$ cat src/rtl/invseq_pkg.sv
package invseq_pkg;
  typedef enum logic [2:0] {
    MODE_PWRON = 3'd0,
    MODE_IDLE  = 3'd1,
    MODE_RAMP  = 3'd2,
    MODE_RUN   = 3'd3,
    MODE_TRIP  = 3'd4
  } mode_e;

  // strobes from control to datapath
  typedef struct packed {
    logic rampClr;
    logic rampRun;
    logic outReq;
  } seqStrobe_t;
endpackage

$ cat src/rtl/invseq_ctrl.sv
module invseq_ctrl
  import invseq_pkg::*;
(
  input  logic       clk,
  input  logic       rstN,
  input  logic       initDone,
  input  logic       startCmd,
  input  logic       stopCmd,
  input  logic       rampOk,
  input  logic       errIn,
  input  logic       clearReq,
  input  logic       rampExpired,
  output mode_e      mode,
  output seqStrobe_t strb
);
  mode_e modeNext;

  always_comb begin
    modeNext = mode;
    if (errIn) begin
      modeNext = MODE_TRIP;
    end else begin
      unique case (mode)
        MODE_PWRON: if (initDone) modeNext = MODE_IDLE;
        MODE_IDLE:  if (startCmd) modeNext = MODE_RAMP;
        MODE_RAMP: begin
          if (stopCmd)          modeNext = MODE_IDLE;
          else if (rampOk)      modeNext = MODE_RUN;
          else if (rampExpired) modeNext = MODE_TRIP;
        end
        MODE_RUN:   if (stopCmd)  modeNext = MODE_IDLE;
        MODE_TRIP:  if (clearReq) modeNext = MODE_IDLE;
        default:    modeNext = MODE_TRIP;
      endcase
    end
  end

  always_ff @(posedge clk) begin
    if (!rstN) mode <= MODE_PWRON;
    else       mode <= modeNext;
  end

  always_comb begin
    strb.rampRun = (mode == MODE_RAMP);
    strb.rampClr = (mode != MODE_RAMP);
    strb.outReq  = (mode == MODE_RAMP) || (mode == MODE_RUN);
  end
endmodule

$ cat src/rtl/invseq_dp.sv
module invseq_dp
  import invseq_pkg::*;
#(
  parameter int RAMP_CYCLES = 1000
) (
  input  logic       clk,
  input  logic       rstN,
  input  seqStrobe_t strb,
  input  logic       errIn,
  output logic       rampExpired,
  output logic       pwmEn,
  output logic       relayClose
);
  localparam int CNT_W = $clog2(RAMP_CYCLES + 1);
  localparam logic [CNT_W-1:0] LAST = CNT_W'(RAMP_CYCLES - 1);

  logic [CNT_W-1:0] rampCnt;

  always_ff @(posedge clk) begin
    if (!rstN || strb.rampClr) rampCnt <= '0;
    else if (strb.rampRun && rampCnt != LAST) rampCnt <= rampCnt + 1'b1;
  end

  assign rampExpired = strb.rampRun && (rampCnt == LAST);

  // error gates the power stage without waiting for the state register
  logic gateOn;
  assign gateOn     = strb.outReq && !errIn;
  assign pwmEn      = gateOn;
  assign relayClose = gateOn;
endmodule

$ cat src/rtl/inverter_mode_seq.sv
module inverter_mode_seq
  import invseq_pkg::*;
#(
  parameter int RAMP_CYCLES = 1000
) (
  input  logic       clk,
  input  logic       rstN,
  input  logic       initDone,
  input  logic       startCmd,
  input  logic       stopCmd,
  input  logic       rampOk,
  input  logic       errIn,
  input  logic       clearReq,
  output logic       pwmEn,
  output logic       relayClose,
  output logic [2:0] modeCode
);
  mode_e      mode;
  seqStrobe_t strb;
  logic       rampExpired;

  invseq_ctrl u_ctrl (
    .clk(clk), .rstN(rstN), .initDone(initDone), .startCmd(startCmd),
    .stopCmd(stopCmd), .rampOk(rampOk), .errIn(errIn), .clearReq(clearReq),
    .rampExpired(rampExpired), .mode(mode), .strb(strb)
  );

  invseq_dp #(.RAMP_CYCLES(RAMP_CYCLES)) u_dp (
    .clk(clk), .rstN(rstN), .strb(strb), .errIn(errIn),
    .rampExpired(rampExpired), .pwmEn(pwmEn), .relayClose(relayClose)
  );

  assign modeCode = mode;
endmodule

$ cat config.mk
export PLATFORM = sky130hd
export DESIGN_NAME = inverter_mode_seq
export DESIGN_NICKNAME = d
export VERILOG_FILES = /design/src/rtl/invseq_pkg.sv /design/src/rtl/invseq_ctrl.sv /design/src/rtl/invseq_dp.sv /design/src/rtl/inverter_mode_seq.sv
export SDC_FILE = /design/constraint.sdc
export NUM_CORES = 1
export LEC_CHECK = 0
export BUFFER_PORTS_ARGS = -buffer_cell sky130_fd_sc_hd__buf_2
export CAP_MARGIN = 5
export CORE_MARGIN = 3
export CORE_UTILIZATION = 50
export CTS_CLUSTER_SIZE = 24
export DETAILED_ROUTE_END_ITERATION = 16
export GPL_ROUTABILITY_DRIVEN = 0
export PLACE_DENSITY_LB_ADDON = 0.3
export SLEW_MARGIN = 20
export SYNTH_ARGS = -nofsm -noshare
export SYNTH_HDL_FRONTEND = slang
export SYNTH_SLANG_ARGS = --single-unit
$ cat constraint.sdc
create_clock -name clk -period 2.3 [get_ports clk]
set_clock_uncertainty 0.15 [all_clocks]
set_input_delay 0.115 -clock clk [delete_from_list [all_inputs] [get_ports clk]]
set_output_delay 0.115 -clock clk [all_outputs]
set_load 0.05 [all_outputs]
# Yosys cells after proc, flatten, opt, wreduce, memory -nomap -nowiden
# Cells that the tools add are included.
# word_totals
register_bits,13
out_inout_bits,5
word_cells,42
# classes
add_sub_neg,1
eq_ne,17
mux,9
bitwise,1
n_reduce_logical,11
# op_table
cell,count
$mux W3,8
$pmux W3 S5,1
$ne A3 B3 Y1 const B,4
$add A10 B1 Y10 const B,1
$eq A10 B10 Y1 const B,1
$ne A10 B10 Y1 const B,1
$reduce_and A5 Y1,2
$ne A2 B2 Y1 const B,4
$eq A3 B2 Y1 const B,2
$ne A5 B5 Y1 const B,1
$ne A4 B4 Y1 const B,1
$eq A3 B1 Y1 const B,1
$eq A3 B3 Y1 const B,1
$logic_and A1 B1 Y1,3
$logic_not A3 Y1,1
$ne A3 B2 Y1 const B,1
$logic_not A1 Y1,2
$logic_or A1 B1 Y1,2
$reduce_or A2 Y1,1
$not A1 Y1,1

# Depth between registers and ports, before layout
# Gate-level depths: netlist of the first run.
# logic_depth
depth_word,7
mapped_depth,6
depth_no_buf,5

# Modules after synthesis
# A second synthesis of the first run with hierarchy kept.
# hier_totals
hier_cells,96
area_unflattened_um2,839.6
# modules_own_cells
module,instances,cells_each,area_each_um2
invseq_dp,1,67,584.3
invseq_ctrl,1,29,255.2

# Worst setup path after synthesis of the first run
# Ideal clock, no wire load.
# synth_path
path_type,register to output
startpoint,register u_ctrl.mode[1]
endpoint,output port relayClose
t_arrival_ns,2.017
setup_slack_ns,0.018
path_stages_with_launch,4
path_buffers,1
path_cell_list,dfxtp_1 -> or2b_1 -> nor2_1 -> buf_4
# synth_between
elab_chain_len,3
elab_cells_between_ends,4
classes_between,eq/ne: 2; reduce/logical: 2
# synth_rtl
element,line,source
start: declaration,invseq_ctrl.sv:13,"output mode_e mode,"
start signal: assignment,invseq_ctrl.sv:40,else mode <= modeNext;
$eq A3 B2 Y1,invseq_ctrl.sv:46,strb.outReq = (mode == MODE_RAMP) || (mode == MODE_RUN);
$logic_or A1 B1 Y1 *,invseq_ctrl.sv:46,
$logic_and A1 B1 Y1 *,invseq_dp.sv:28,assign gateOn = strb.outReq && !errIn;
end: declaration,inverter_mode_seq.sv:15,"output logic relayClose,"
# Mark *: on every way between the ends. The rest lies on a longest branch, timed or not.

# Final worst setup path of the first run
# layout_path
startpoint,register u_ctrl.mode[2]
endpoint,register u_ctrl.mode[2]
# layout_between
elab_chain_len,4
elab_cells_between_ends,14
classes_between,eq/ne: 9; mux: 2; reduce/logical: 3
# layout_rtl
element,line,source
$eq A3 B2 Y1,"invseq_ctrl.sv:23, invseq_ctrl.sv:44",
$logic_and A1 B1 Y1,invseq_dp.sv:24,assign rampExpired = strb.rampRun && (rampCnt == LAST);
$ne A5 B5 Y1 (no source line),-,
$reduce_and A5 Y1 (no source line),-,
# Parallel ways exist; a longest one is shown, timed or not.
# A chain may end at the register's enable or synchronous reset.

==> impl_metrics.toml, run 1 <==
[power]
power.density_nw_per_um2 = 524
p_clk_share_pct = 33.8
p_int_mw = 0.314
ir_worst_vdd_mv = 0.356
leakagePower_nw = 0.279
switching_share_pct = 24.5
power.net_switching_mw = 0.102
pwr-share-comb_pct = 9.7
p_seq_share_pct = 56.5

[floorplanning]
start_util_pct = 56.2
die_w_um = 42.3
dieArea_sq_um = 1790
core_area_sq_um = 1170
chipHeight_um = 42.3
rows = 12
io_pins = 13

[yosys]
synth_common_cells = "13 x dfxtp_1, 12 x nor2_1, 6 x nand2_1"
synth_area_sq_um = 658
synth_top_area_share_pct = 39.5
synthFlopType = "dfxtp_1"
syn_inst = 78
yosys-top-cells-area = "dfxtp_1 40%, nor2_1 6.8%, xnor2_1 6.7%, nor4_1 4.8%, nand2_1 3.4%"
syn_area_per_cell_sq_um = 8.44
synth_async_sr_flop_share_pct = 0
ys_warn_count = 0
yosys_register_bits = 13
ys_types = 29
yosysMostFrequentCell = "dfxtp_1"
synth_top_cell_by_area = "dfxtp_1"
ys_seq_area_share_pct = 39.5
synth_edf_count = 0
synthesis.nets = 87

[drt]
vias = 589
ant_nets = 0
wl_per_cell_um = 13.2
routed_wl_um = 1420
drc = 0
viasPerCell = 5.45
drtIter0Drc = 6
drtPass1Iterations = 4

[grt]
grt_pass1_vias = 570
gr-usage-met2_pct = 30.1
gr-usage-met1_pct = 23.8
overflow = 0
grt_pass1_wl_um = 2580
grt_antenna_before_repair = 0
grt_use_total_pct = 19.2
use_met3_pct = 8.15
top_usage_layer = "met2"
grt_max_degree = 11

[clock_tree]
cts_sinks = 13
clk_pin_slew_ns = 0.08
cts_buffer_depth = 2
clock_latency_ns = 0.27
ctsRootBufferMaster = "clkbuf_4"
cts_inserted_buffers = 3
ctsHtreeMaxLevel = 1
cts_tree = "yes"

[worst_hold_path]
worstHoldPathType = "in -> reg"

[worst_setup_path]
endpoint_kind = "flop"
path_class = "reg -> reg"
cp_max_fo = 9
cp.required_ns = 2.37
critical_path_buf_inv_count = 2
critical-path-top-delay-family = "buffers and inverters"
worstSetupStartpointType = "flop"
cp_slowest_cell = "dlygate4sd3_1"
worstPathArrival_ns = 2.20
crit_chain = "nor4b_2 > o21ai_0 > dlygate4sd3_1 > o21ai_0 > dlygate4sd3_1"
max_stage_delay_ns = 0.57

[final_layout]
drive_above_1_share_pct = 24.5
fin_nets = 104
area_growth_pct = 20.3
n_antenna_cell = 0

[placement]
dp_hpwl_um = 964
port_buffers = 12
pre_cts_slack_ns = 0.478

[sta]
finalHoldViolCount = 0
rsz0062_at_grt = "false"
max_freq_ghz = 0.468
max-slew-margin-rel_pct = 73.7
period_needed_ns = 2.14
tns_ns = 0
final_max_slew_viol_count = 0
period_share_pct = 92.9
worstMarginPinSlew_ns = 0.390
finalSetupViolCount = 0
setup_slack_ns = 0.164
timing.hold.ws_ns = 0.115

[status]
outcome = "finished, final reports clean"

[flow_run]
drv_cap = 0
[routing by layer]
metal	routed length [um]	vias to the layer above
met1	660	264
met4	11	0
li1	-	308
met5	0	-
met3	74	2
met2	675	15
[power groups by stage]
stage	Combinational, mW	Clock, mW	Sequential [mW]
after floorplan	0.0187	0	0.244
after global placement	0.0330	0	0.239
after detailed placement	0.0337	0	0.239
after CTS	0.0387	0.143	0.234
after global routing	0.0431	0.155	0.236
final	0.0403	0.140	0.235
[sequential cells by signal (all words and copies together), names as in the netlist]
register      flops
u_dp.rampCnt     10
u_ctrl.mode       3
[through the flow]
stage	power (mW)	instances	cell area, sq um	utilization (%)
floorplan	0.263	78	658	-
global placement	0.272	101	714	61.0
detailed placement	0.273	101	714	61.0
CTS	0.415	108	771	65.8
global route	0.434	108	792	67.6
finish	0.415	108	792	67.6
[cells in the final DEF, fill, tap and decap left out, drive strengths merged]
cell type,Yosys,routed
a21oi,2,2
and2,1,1
buf,4,13
clkbuf,0,4
dfxtp,13,13
dlygate4sd3,0,3
ha,1,1
inv,2,2
mux2i,2,2
nand2,6,6
nand2b,1,1
nand3,3,3
nand4,1,1
nor2,12,12
nor2b,2,2
nor3,3,3
nor4,5,5
nor4b,1,1
o21ai,3,3
o221a,1,1
o221ai,1,1
o311ai,1,1
o31ai,1,1
o32ai,1,1
or2b,1,1
or3,2,2
or3b,1,1
xnor2,5,5
xor2,2,2
[cell type report]
cell class	count	area [sq um]
fillers	104	379
well taps	14	17.5
flip-flops and latches	13	264
repair buffers	16	97.6
inverters	2	7.51
clock buffers	4	26.3
multi-input cells	59	379
[worst reg2reg max path, stage by stage (launching register included)]
cell and delay, ns:
dfxtp_2 0.42, nor4b_2 0.21, o21ai_0 0.09, dlygate4sd3_1 0.55, o21ai_0 0.08, dlygate4sd3_1 0.57
[final timing paths]
kind | end | slack [ns] | depth (start not counted) | from
worst max-delay path | u_ctrl.mode[2] | 0.16 | 5 | u_ctrl.mode[2]
worst min-delay path | u_ctrl.mode[1] | 0.12 | 3 | rstN
worst max register to register | u_ctrl.mode[2] | 0.16 | 5 | u_ctrl.mode[2]
worst min register to register | u_dp.rampCnt[3] | 0.35 | 2 | u_dp.rampCnt[3]
[kinds of logic (layout without fill, tap and decap cells)]
| group | Yosys count | count (layout) | synth area share (%) |
|---|---|---|---|
| adders and majority gates | 1 | 1 | 1.90 |
| xor gates and xnor gates | 7 | 7 | 9.32 |
| buffers and inverters | 6 | 22 | 5.51 |
| and+or+nand+nor | 39 | 39 | 30.0 |
| muxes | 2 | 2 | 3.04 |
| DFF | 13 | 13 | 39.5 |
| AOI/OAI and AO/OA | 10 | 10 | 10.6 |
[what timing repair did]
action	4_1_cts	5_1_grt
setup buffers	0	0
endpoints found under the hold margin	1	0
gates resized for setup	0	6
hold buffers	3	0
endpoints found under the setup margin	0	1
No activity file was read; power rests on OpenSTA's default activity.
==> run 2, diff against run 1 <==
- CTS_BUF_LIST: default -> sky130_fd_sc_hd__clkbuf_4 sky130_fd_sc_hd__clkbuf_8
==> run 2 against run 1 <==
  * Critical path depth up 2
  * Via count decreased by 2.2%
  * Count of clock-buffer cells in the layout did not move
  * Sequential share of layout area up 0.053 points
  * Register-to-register slack worse by 0.02 ns
  * Highest routed layer unchanged
  * Combinational power is 1% lower
  * Final cell count stayed put
  * Design area decreased by 0.16%
  * Non-clock buffer count stayed put
  * Flip-flop and latch count unchanged
  * Global-route usage down 0.53 points
==> impl_metrics.toml, run 2 (synthesis gave the netlist of run 1 again) <==
[power]
p_total_mw = 0.424
power.density_nw_per_um2 = 536
ir_worst_vdd_mv = 0.351
leakagePower_nw = 0.282

[drt]
drc = 0
routed_wl_um = 1340
viasPerCell = 5.33
drtIter0Drc = 6
vias = 576
ant_nets = 0
wl_per_cell_um = 12.4
drtPass1Iterations = 4

[final_layout]
drive_above_1_share_pct = 24.5
reg.largest.list = "u_dp.rampCnt: 10 flops, u_ctrl.mode: 3 flops"
area_growth_pct = 20.2
largest_reg_flops = 10
n_antenna_cell = 0
registers.top_by_ff_count = "u_dp.rampCnt"
final_cell_mix = "12 x nor2_1, 12 x buf_2, 10 x dfxtp_1, 6 x nand2_1, 5 x xnor2_1"
n_fill_cell = 105
fin_nets = 104

[worst_setup_path]
cp.required_ns = 2.31
critPathCapture = "u_ctrl.mode[2]"
cp_max_fo = 4
endpoint_kind = "flop"
worstRegToRegCells = 7
cp-startpoint = "u_dp.rampCnt[0]"
r2r_slack_ns = 0.14
r2r_end = "u_ctrl.mode[2]"
path_class = "reg -> reg"
worstSetupStartpointType = "flop"
worstPathArrival_ns = 2.17
worstReg2RegStart = "u_dp.rampCnt[0]"

[placement]
pre_cts_slack_ns = 0.478
port_buffers = 12
dp_hpwl_um = 964

[sta]
finalHoldViolCount = 0
max-slew-margin-rel_pct = 74.1
period_share_pct = 93.9
rsz0062_at_grt = "false"
finalSetupViolCount = 0
timing.hold.ws_ns = 0.117
period_needed_ns = 2.16
tns_ns = 0
max_freq_ghz = 0.463
final_max_slew_viol_count = 0
worstMarginPinSlew_ns = 0.385
setup_slack_ns = 0.140

[clock_tree]
clk_pin_slew_ns = 0.08
cts_tree = "yes"
cts_sinks = 13
ctsHtreeMaxLevel = 1
cts_setup_buffers = 0
ctsRootBufferMaster = "clkbuf_4"
clock_latency_ns = 0.27
cts_inserted_buffers = 3
cts_buffer_depth = 2

[status]
outcome = "finished, final reports clean"

[grt]
grt_pass1_wl_um = 2530
grt_use_total_pct = 18.7
grt_max_degree = 11
grt_antenna_before_repair = 0
grt_pass1_vias = 567
overflow = 0

[floorplanning]
core_area_sq_um = 1170
dieArea_sq_um = 1790
chipHeight_um = 42.3
rows = 12
die_w_um = 42.3
io_pins = 13
start_util_pct = 56.2

[flow_run]
drv_cap = 0

[worst_hold_path]
worstHoldPathType = "in -> reg"
==> run 2: cell type report <==
| cell class | count | area, sq um | share of cell area, % |
|---|---|---|---|
| Sequential cell | 13 | 264 | 33.4 |
| Tap cell | 14 | 17.5 | 2.22 |
| Inverter | 2 | 7.51 | 0.949 |
| Timing Repair Buffer | 16 | 97.6 | 12.3 |
| Clock buffer | 4 | 30.0 | 3.80 |
| Multi-Input combinational cell | 59 | 374 | 47.3 |
==> run 2: worst min path at each step <==
stage               depth (start not counted)              to   from
floorplan                                   2  u_ctrl.mode[2]   rstN
global placement                            3  u_ctrl.mode[2]  errIn
detailed placement                          3  u_ctrl.mode[2]  errIn
CTS                                         3  u_ctrl.mode[1]   rstN
global route                                3  u_ctrl.mode[1]   rstN
finish                                      3  u_ctrl.mode[1]   rstN
==> run 2: metrics by stage <==
stage               util, %  std cells  instance area (sq um)
floorplan                 -         78                    658
global placement       61.0        101                    714
detailed placement     61.0        101                    714
CTS                    66.1        108                    774
global route           67.5        108                    791
finish                 67.5        108                    791
==> run 2: power breakdown <==
part	switching, mW	leakage [nW]	total [mW]	internal (mW)
registers	0.00641	0.106	0.235	0.228
clock network	0.0702	0.0184	0.149	0.0790
logic	0.0217	0.157	0.0398	0.0181
total	0.0984	0.282	0.424	0.325
==> run 2: timing repair <==
action / 4_1_cts / 5_1_grt
gates resized for setup: 0 / 5
hold endpoints to repair: 1 / 0
hold buffers: 3 / 0
endpoints found under the setup margin: 0 / 1
==> run 2: routing by layer <==
| layer | routed length (um) | global-route usage (%) | share of wire (%) |
|---|---|---|---|
| met1 | 657 | 24.1 | 49 |
| met5 | 0 | 0 | 0 |
| met2 | 614 | 28.0 | 46 |
| met4 | 8 | 5.59 | 0.60 |
| met3 | 62 | 8.15 | 4.6 |
==> run 2: critical path, cell delays in order (launching register included) <==
cell and delay [ns]:
dfxtp_1 0.33, ha_1 0.24, nand2_1 0.15, nor4_2 0.06
buf_4 0.15, nor3_1 0.25, o21ai_0 0.15, dlygate4sd3_1 0.57
==> run 3, diff against run 2 <==
- CORE_UTILIZATION: 50 -> 45
==> run 3 against run 2 <==
  * Hold slack worse by 0.097 ns
  * Critical endpoint is now u_dp.rampCnt[7]
  * Utilization down 10 points
  * Flip-flop and latch count unchanged
  * Sequential power about the same
  * Global-route usage down 3.8 points
  * Die area up 9.5%
  * Total power down 0.74%
  * Register-to-register slack better by 0.39 ns
  * Count of clock-buffer cells in the layout unchanged
  * Via count up 2.1%
==> impl_metrics.toml, run 3 (synthesis gave the netlist of run 1 again) <==
[floorplanning]
dieArea_sq_um = 1960
chipHeight_um = 44.2
io_pins = 13
rows = 13
core_area_sq_um = 1330
die_w_um = 44.2
start_util_pct = 49.3

[final_layout]
area_growth_pct = 16.3
fin_nets = 103
stdcell_count = 108
final_cell_mix = "13 x dfxtp_1, 12 x nor2_1, 12 x buf_2, 6 x nand2_1"
n_antenna_cell = 0
largest_reg_flops = 10
reg.largest.list = "u_dp.rampCnt: 10 flops, u_ctrl.mode: 3 flops"
drive_above_1_share_pct = 19.4
registers.top_by_ff_count = "u_dp.rampCnt"
final_common_cell = "dfxtp_1"

[sta]
max_freq_ghz = 0.567
finalSetupViolCount = 0
finalHoldViolCount = 0
period_share_pct = 76.7
tns_ns = 0
timing.hold.ws_ns = 0.0196
period_needed_ns = 1.76
rsz0062_at_grt = "false"
final_max_slew_viol_count = 0
worstMarginPinSlew_ns = 0.350
max-slew-margin-rel_pct = 76.6
setup_slack_ns = 0.535

[drt]
vias = 588
viasPerCell = 5.44
drtIter0Drc = 15
drc = 0
wl_per_cell_um = 11.7
routed_wl_um = 1260
drtPass1Iterations = 4
ant_nets = 0

[worst_hold_path]
worst_hold_startpoint = "errIn"
holdPathStages = 3
worstHoldPathType = "in -> reg"
hold_end = "u_ctrl.mode[1]"

[worst_setup_path]
path_class = "reg -> reg"
endpoint_kind = "flop"
r2r_end = "u_dp.rampCnt[7]"
worstReg2RegStart = "u_ctrl.mode[1]"
worstSetupStartpointType = "flop"
cp.required_ns = 2.31
cp_max_fo = 9
r2r_slack_ns = 0.54
worstPathArrival_ns = 1.77
worstRegToRegCells = 4

[clock_tree]
cts_buffer_depth = 2
clk_pin_slew_ns = 0.08
ctsHtreeMaxLevel = 1
cts_sinks = 13
ctsRootBufferMaster = "clkbuf_4"
clock_latency_ns = 0.27
cts_inserted_buffers = 3
cts_tree = "yes"

[placement]
dp_hpwl_um = 955
pre_cts_slack_ns = 0.540
dp_cells = 102
port_buffers = 12

[grt]
grt_pass1_wl_um = 2080
grt_use_total_pct = 14.8
grt_antenna_before_repair = 0
overflow = 0
grt_max_degree = 11
grt_pass1_vias = 509

[flow_run]
drv_cap = 0

[status]
outcome = "finished, final reports clean"

[power]
leakagePower_nw = 0.274
p_total_mw = 0.421
power.density_nw_per_um2 = 549
ir_worst_vdd_mv = 0.537
run 3: per-layer routing:
layer  part of all wire (%)  routed length [um]  track usage, %  vias up
li1                       -                   -               -      306
met1                     46                 579            18.7      262
met2                     46                 581            22.7       18
met3                    7.1                  90            7.32        2
met4                   0.79                  10            3.61        0
met5                      0                   0               0        -
run 3: critical path, cell delays in order, from the launching register on:
cell	delay (ns)
dfxtp_1	0.45
or3b_1	0.46
nor4_1	0.38
xnor2_1	0.16
nor2_1	0.05
run 3: where the power goes:
part	internal [mW]	switching [mW]	leakage, nW	total, mW
Clock	0.0790	0.0714	0.0184	0.150
Sequential	0.228	0.00621	0.105	0.234
Combinational	0.0158	0.0205	0.150	0.0364
run 3: stage by stage:
step                util (%)  cell area, sq um
floorplan                  -               658
global placement        53.7               716
detailed placement      53.7               716
CTS                     57.4               766
global route            57.4               766
finish                  57.4               766
run 3: layout make-up:
type                            count  area, sq um
Fill cell                         136          568
Multi-Input combinational cell     59          362
Sequential cell                    13          260
Timing Repair Buffer               15         87.6
Clock buffer                        4         30.0
Tap cell                           15         18.8
Inverter                            2         7.51
run 3: how the worst max path moves through the flow:
stage                                 end       startpoint  cells past startpoint
final                     u_dp.rampCnt[7]   u_ctrl.mode[1]                      4
after global routing       u_ctrl.mode[1]  u_dp.rampCnt[0]                      6
after CTS                 u_dp.rampCnt[7]   u_ctrl.mode[1]                      4
after floorplan                relayClose   u_ctrl.mode[1]                      3
after detailed placement  u_dp.rampCnt[7]   u_ctrl.mode[1]                      4
after global placement     u_ctrl.mode[1]  u_dp.rampCnt[0]                      6
run 3: what timing repair did:
action | CTS | global route
hold endpoints to repair | 1 | 0
hold buffers | 2 | 0
resized for setup | 0 | 0
buffers inserted | 0 | 0
